## config.mk

```make
export PLATFORM = sky130hd
export DESIGN_NAME = priv_mode_ctrl
export DESIGN_NICKNAME = d
export VERILOG_FILES = /design/src/rtl/priv_pkg.sv /design/src/rtl/priv_ctrl_reg.sv /design/src/rtl/priv_nest_ctr.sv /design/src/rtl/priv_sp_bank.sv /design/src/rtl/priv_mode_ctrl.sv
export SDC_FILE = /design/constraint.sdc
export NUM_CORES = 1
export LEC_CHECK = 0
export BUFFER_PORTS_ARGS = -buffer_cell sky130_fd_sc_hd__buf_2
export CORE_MARGIN = 4
export CORE_UTILIZATION = 40
export CTS_CLUSTER_DIAMETER = 100
export CTS_CLUSTER_SIZE = 14
export DETAILED_ROUTE_END_ITERATION = 8
export PLACE_DENSITY_LB_ADDON = 0.15
export SLEW_MARGIN = 20
export SYNTH_ARGS = -nofsm -noshare
export SYNTH_HDL_FRONTEND = slang
export SYNTH_SLANG_ARGS = --single-unit
```

## constraint.sdc

```tcl
create_clock -name clk -period 1.47 [get_ports clk]
set_input_delay 0.0735 -clock clk [delete_from_list [all_inputs] [get_ports clk]]
set_output_delay 0.0735 -clock clk [all_outputs]
set_load 0.005 [all_outputs]
```

## src/rtl/priv_pkg.sv

```systemverilog
package priv_pkg;
    typedef struct packed {
        logic spsel;   // bit 1: process stack in thread mode
        logic npriv;   // bit 0: user level in thread mode
    } ctrl_t;
endpackage

```

## src/rtl/priv_ctrl_reg.sv

```systemverilog
module priv_ctrl_reg
    import priv_pkg::*;
(
    input  logic  clk,
    input  logic  rst_n,
    input  logic  we,
    input  ctrl_t wdata,
    input  logic  in_handler,
    output ctrl_t ctrl_q
);
    ctrl_t ctrl_d;

    always_comb begin
        ctrl_d = ctrl_q;
        if (we) begin
            if (in_handler || !ctrl_q.npriv) begin
                ctrl_d = wdata;
            end else begin
                // user-level writer: privilege bit sticks at user
                ctrl_d.spsel = wdata.spsel;
            end
        end
    end

    always_ff @(posedge clk) begin
        if (!rst_n) ctrl_q <= '0;
        else        ctrl_q <= ctrl_d;
    end
endmodule

```

## src/rtl/priv_nest_ctr.sv

```systemverilog
module priv_nest_ctr #(
    parameter int DEPTH_W = 3
) (
    input  logic               clk,
    input  logic               rst_n,
    input  logic               enter,
    input  logic               ret,
    output logic [DEPTH_W-1:0] depth,
    output logic               in_handler,
    output logic               err
);
    localparam logic [DEPTH_W-1:0] MAX_DEPTH = '1;

    typedef struct packed {
        logic [DEPTH_W-1:0] depth;
        logic               err;
    } nest_t;

    nest_t nest_d, nest_q;

    always_comb begin
        nest_d     = nest_q;
        nest_d.err = 1'b0;
        if (enter) begin
            if (nest_q.depth == MAX_DEPTH) nest_d.err   = 1'b1;
            else                           nest_d.depth = nest_q.depth + 1'b1;
        end else if (ret) begin
            if (nest_q.depth == '0) nest_d.err   = 1'b1;
            else                    nest_d.depth = nest_q.depth - 1'b1;
        end
    end

    always_ff @(posedge clk) begin
        if (!rst_n) nest_q <= '0;
        else        nest_q <= nest_d;
    end

    assign depth      = nest_q.depth;
    assign in_handler = (nest_q.depth != '0);
    assign err        = nest_q.err;
endmodule

```

## src/rtl/priv_sp_bank.sv

```systemverilog
module priv_sp_bank #(
    parameter int SP_W     = 32,
    parameter int N_SP     = 2,
    parameter int ALIGN_LG = 2
) (
    input  logic                      clk,
    input  logic                      rst_n,
    input  logic [N_SP-1:0]           we,
    input  logic [N_SP-1:0][SP_W-1:0] wdata,
    output logic [N_SP-1:0][SP_W-1:0] sp_q
);
    localparam logic [SP_W-1:0] ALIGN_MASK = {{(SP_W-ALIGN_LG){1'b1}}, {ALIGN_LG{1'b0}}};

    logic [N_SP-1:0][SP_W-1:0] sp_d;

    for (genvar g = 0; g < N_SP; g++) begin : g_sp
        always_comb begin
            sp_d[g] = sp_q[g];
            if (we[g]) sp_d[g] = wdata[g] & ALIGN_MASK;
        end

        always_ff @(posedge clk) begin
            if (!rst_n) sp_q[g] <= '0;
            else        sp_q[g] <= sp_d[g];
        end
    end
endmodule

```

## src/rtl/priv_mode_ctrl.sv

```systemverilog
module priv_mode_ctrl
    import priv_pkg::*;
#(
    parameter int SP_W    = 32,
    parameter int DEPTH_W = 3
) (
    input  logic               clk,
    input  logic               rst_n,
    input  logic               exc_enter,
    input  logic               exc_return,
    input  logic               ctrl_we,
    input  logic [1:0]         ctrl_wdata,
    input  logic               msp_we,
    input  logic [SP_W-1:0]    msp_wdata,
    input  logic               psp_we,
    input  logic [SP_W-1:0]    psp_wdata,
    output logic               handler_mode,
    output logic               user_level,
    output logic               psp_active,
    output logic [1:0]         ctrl_value,
    output logic [DEPTH_W-1:0] nest_depth,
    output logic               exc_error,
    output logic [SP_W-1:0]    msp_value,
    output logic [SP_W-1:0]    psp_value,
    output logic [SP_W-1:0]    active_sp
);
    localparam int IDX_MAIN = 0;
    localparam int IDX_PROC = 1;

    ctrl_t                  ctrl_q;
    logic                   in_handler;
    logic [1:0][SP_W-1:0]   sp_q;
    logic [1:0][SP_W-1:0]   sp_wdata;
    logic [1:0]             sp_we;

    priv_nest_ctr #(.DEPTH_W(DEPTH_W)) u_nest (
        .clk        (clk),
        .rst_n      (rst_n),
        .enter      (exc_enter),
        .ret        (exc_return),
        .depth      (nest_depth),
        .in_handler (in_handler),
        .err        (exc_error)
    );

    priv_ctrl_reg u_ctrl (
        .clk        (clk),
        .rst_n      (rst_n),
        .we         (ctrl_we),
        .wdata      (ctrl_t'(ctrl_wdata)),
        .in_handler (in_handler),
        .ctrl_q     (ctrl_q)
    );

    assign sp_we[IDX_MAIN]    = msp_we;
    assign sp_we[IDX_PROC]    = psp_we;
    assign sp_wdata[IDX_MAIN] = msp_wdata;
    assign sp_wdata[IDX_PROC] = psp_wdata;

    priv_sp_bank #(.SP_W(SP_W), .N_SP(2), .ALIGN_LG(2)) u_sp (
        .clk   (clk),
        .rst_n (rst_n),
        .we    (sp_we),
        .wdata (sp_wdata),
        .sp_q  (sp_q)
    );

    assign handler_mode = in_handler;
    assign user_level   = !in_handler && ctrl_q.npriv;
    assign psp_active   = !in_handler && ctrl_q.spsel;
    assign ctrl_value   = ctrl_q;
    assign msp_value    = sp_q[IDX_MAIN];
    assign psp_value    = sp_q[IDX_PROC];
    assign active_sp    = psp_active ? sp_q[IDX_PROC] : sp_q[IDX_MAIN];
endmodule

```

[After elaboration in Yosys (flattened, before gate mapping)]
Index checks and enable logic that the tools add are counted.
Cells by class
  add/sub/neg operators: 2
  eq/ne operators: 3
  multiplexer cells: 7
  reductions and logical operators: 10
Operators by type and width (number)
  two-way mux 32 bit: 1
  two-way mux 4 bit: 2
  two-way mux 3 bit: 2
  != test 2 bit, second input constant: 2
  adder 3 x 1 -> 3 bit, second input constant: 1
  equality test 3 bit, second input constant: 1
  logical NOT 3 bit: 1
  AND reduction 3 bit: 1
  nonzero test 3 bit: 1
  subtractor 3 x 1 -> 3 bit, second input constant: 1
  logical AND 1 bit: 2
  logical NOT 1 bit: 2
  two-way mux 1 bit: 2
  AND reduction 2 bit: 1
  nonzero test 2 bit: 1
  logical OR 1 bit: 1
Word-level totals
  flip-flop bits (word level): 66
  input bits: 73
  output and inout port bits: 105
  word-level logic and storage cells: 28

[Longest topological paths before layout]
  depth in word-level cells: 4
  gate-level depth with buffers: 6
  depth with buffers taken out: 6

[Modules after synthesis]
Synthesis repeated with hierarchy kept, for this count alone.
Second synthesis, totals
  cell total of the unflattened synthesis: 278
  area total of the unflattened synthesis: 3296.9 um2
By module, submodules not included
  priv_sp_bank: instances 1, cells each 199, area each 2376.0 um2, seq. area each 1201.2 um2
  priv_mode_ctrl: instances 1, cells each 39, area each 538.0 um2, seq. area each 0.0 um2
  priv_nest_ctr: instances 1, cells each 33, area each 307.8 um2, seq. area each 80.1 um2
  priv_ctrl_reg: instances 1, cells each 7, area each 75.1 um2, seq. area each 40.0 um2

[Least setup slack after synthesis]
OpenSTA, ideal clock, no wires.
  path kind: reg-to-output
  start: register u_nest.nest_q, in the netlist u_nest.depth[0]
  end: output port active_sp[10]
  arrival time: 1.403 ns
  data required time: 1.397 ns
  slack: -0.006 ns
  cell stages (with the launch flop): 7
  buffers on the path: 1
  cells stage by stage: dfxtp_1 > inv_1 > ha_1 > nor2b_4 > nand2_2 > buf_6 > mux2_4
On the way
  cells in the longest elaborated chain, start to end: 4
Ends and longest elaborated chain
  start: declaration: line priv_nest_ctr.sv:19  | nest_t nest_d, nest_q;
  start signal: assignment: line priv_nest_ctr.sv:35  | else nest_q <= nest_d;
  nonzero test 3 bit: line priv_nest_ctr.sv:39  | assign in_handler = (nest_q.depth != '0);
  logical NOT 1 bit: line priv_mode_ctrl.sv:70  | assign psp_active = !in_handler && ctrl_q.spsel;
  logical AND 1 bit: line priv_mode_ctrl.sv:70
  two-way mux 32 bit: line priv_mode_ctrl.sv:74  | assign active_sp = psp_active ? sp_q[IDX_PROC] : sp_q[IDX_MAIN];
  end: declaration: line priv_mode_ctrl.sv:25  | output logic [SP_W-1:0] active_sp
Every way passes these cells.

[Worst setup path in the final report]
  start: register u_nest.nest_q, in the netlist u_nest.depth[0]
  end: output port active_sp[23]
Same word-level chain as after synthesis.

==> reports/results.ini <==
[run_status]
outcome = complete, but fails checks
violations = negative setup slack

[power_and_ir_drop]
p_switching_mw = 1.13
clkPwrFrac_pct = 32.6
swShare_pct = 25.2
p_leak_nw = 2.55
p_int_mw = 3.37
combPwrFrac_pct = 23.3
ir_drop_mv = 0.574
pwr_density_cell_mw_per_mm2 = 934
seq_power_share_pct = 44.2

[clock_network]
cts-root-buf = clkbuf_8
h-tree-depth = 3
path_clk_slew_ns = 0.07
numCtsBuffers = 9
clockBufferDepth = 2
insertion_delay_ns = 0.32
cts_tree = built
cts_sinks = 66

[run]
maxCapViolCount = 0

[sta]
fin_setup_tns_ns = -10.32
final-hold-violation-count = 0
slew_violations = 0
fmax_mhz = 534
setup_ws_ns = -0.402
grt_setup_unrepaired = true
fin_crit_sh_pct = 127
period_minus_slack_ns = 1.87
setup_violations = 31
finalClockSkew_ns = 0.000821

[finish]
drive_above_1_share_pct = 49.3
final_common_cell = buf_2
area_growth_pct = 52.7
mostFrequentLayoutCells = buf_2, dfxtp_1, nor2b_1, mux2i_1, mux2_4
instances_no_fill = 583
nFillCells = 669
antenna-diode-count = 0
nNetsFinal = 554

[route]
ant_nets = 0
drt-initial-drc-count = 59
wl_mm = 8.20
vias_per_cell = 4.47
wire_per_inst_microns = 14.1
first_pass_iters = 4
routed-via-count = 2605
drc = 0

[grt]
grt_max_degree = 31
grt.total_usage_pct = 17.3
grt_overflow_total = 0
grt_pass1_vias = 2667
grt_pass1_wl_mm = 13.3
antenna_found_initial = 0

[floorplan]
die_h_microns = 96.8
core_sq_mm = 0.00769
die-area_sq_mm = 0.00936
start_util_pct = 41.0
die_w_microns = 96.8
row_count = 32
ioPinCount = 178

[place]
io_buffers = 167
dpl.hpwl_mm = 5.62
place_congestion = 0.769
place_inst = 540

[critical_path]
path_class = flip-flop to output port
path_max_fanout = 8
required_ns = 1.40
worstSetupEndpointType = output port
arrival_ns = 1.80
crit_path_start_kind = flip-flop

[synthesis]
synthesis.area_sq_mm = 0.00315
syn_inst = 278
yosysWarningCount = 0
synth-seq-cells = 66
syn_area_per_cell_sq_um = 11.3
yosysSeqAreaShare_pct = 41.9
synth_cell_type_count = 27

[hold_path]
hp-class = input port to flip-flop

## worst paths after layout
path | endpoint | from | slack [ns] | depth (start not counted)
hold / removal | u_sp.sp_q[56] | psp_wdata[24] | 0.01 | 3
setup / recovery | active_sp[23] | u_nest.depth[0] | -0.40 | 8
hold reg to reg | u_ctrl.ctrl_q[0] | u_ctrl.ctrl_q[0] | 0.49 | 2
setup reg to reg | u_nest.depth[1] | u_nest.depth[0] | 0.16 | 5
## registers in the layout, indices dropped and copies added, names as in the netlist
register / cells
u_nest.depth: 3
u_ctrl.ctrl_q: 2
u_nest.err: 1
u_sp.sp_q: 60
## what timing repair did
item | 4_1_cts | 5_1_grt
pin swaps | 2 | 1
setup buffers | 5 | 0
endpoints found under the setup margin | 33 | 34
cloned | 2 | 0
endpoints found under the hold margin | 21 | 3
gates resized for setup | 33 | 7
hold buffers | 21 | 3
## critical path: stages (launching register included)
cell and delay [ns]:
dfxtp_2 0.33, inv_2 0.07, ha_4 0.13, nor2b_4 0.16
nand2_4 0.08, buf_12 0.14, buf_12 0.14, mux2_4 0.30
buf_6 0.12
## kinds of logic after synthesis
family / after synthesis / synth area share [%]
other: 1 / 0.119
AOI/OAI and AO/OA: 12 / 2.78
and+or+nand+nor: 73 / 14.5
muxes: 92 / 33.9
adders and majority gates: 4 / 1.59
DFF: 66 / 41.9
buffers and inverters: 30 / 5.24
## per-stage QoR
step	hold slack [ns]	total power [mW]	utilization (%)	cell area [sq um]	worst slack, ns
after floorplan	0.221	2.51	-	3170	-0.00619
after global placement	0.328	2.88	53.7	4130	-0.0638
after detailed placement	0.338	2.89	53.7	4130	-0.0796
after CTS	0.0000317	4.55	62.4	4800	-0.420
after global routing	0.000942	4.74	62.6	4810	-0.485
final	0.0120	4.50	62.6	4810	-0.402
## cell usage after synthesis
master | number | area, sq um
and2_1 | 1 | 6.26
conb_1 | 1 | 3.75
nor4bb_1 | 1 | 10.0
a32oi_1 | 1 | 8.76
nand2_2 | 1 | 6.26
o21ai_0 | 2 | 10.0
a21bo_2 | 1 | 10.0
mux2_2 | 1 | 11.3
inv_1 | 6 | 22.5
a21o_1 | 1 | 7.51
and3_1 | 1 | 6.26
nor2b_1 | 63 | 394
buf_2 | 6 | 30.0
dfxtp_1 | 66 | 1320
buf_4 | 6 | 45.0
buf_6 | 3 | 33.8
mux2i_1 | 62 | 621
mux2_4 | 29 | 435
nand3_1 | 1 | 5.00
ha_1 | 4 | 50.1
a21oi_1 | 3 | 15.0
nand2_1 | 4 | 15.0
clkbuf_1 | 9 | 33.8
a21boi_0 | 2 | 15.0
nor2b_4 | 1 | 13.8
a211oi_2 | 1 | 12.5
o2bb2ai_1 | 1 | 8.76
## power groups by stage
stage | clock, mW | combinational [mW] | sequential (mW)
final | 1.46 | 1.05 | 1.99
after global routing | 1.59 | 1.15 | 2.00
after CTS | 1.51 | 1.06 | 1.99
after detailed placement | 0 | 0.871 | 2.02
after global placement | 0 | 0.856 | 2.02
after floorplan | 0 | 0.483 | 2.03
## final cells by class
| class | instances | area [sq um] | share of cell area, % |
|---|---|---|---|
| Multi-Input combinational cell | 187 | 1700 | 35.4 |
| Timing Repair Buffer | 207 | 1450 | 30.2 |
| Sequential cell | 66 | 1320 | 27.5 |
| Clock buffer | 12 | 145 | 3.02 |
| Tap cell | 102 | 128 | 2.65 |
| Clock inverter | 3 | 40.0 | 0.832 |
| Inverter | 6 | 22.5 | 0.468 |
## per-layer routing
metal | share of wire [%] | GRT usage [%] | vias up
li1 | - | - | 1321
met1 | 42 | 20.3 | 1192
met2 | 51 | 30.0 | 86
met3 | 6.4 | 5.34 | 6
met4 | 0.74 | 5.18 | 0
met5 | 0 | 0 | -
Power figures use the tool's default switching activity.
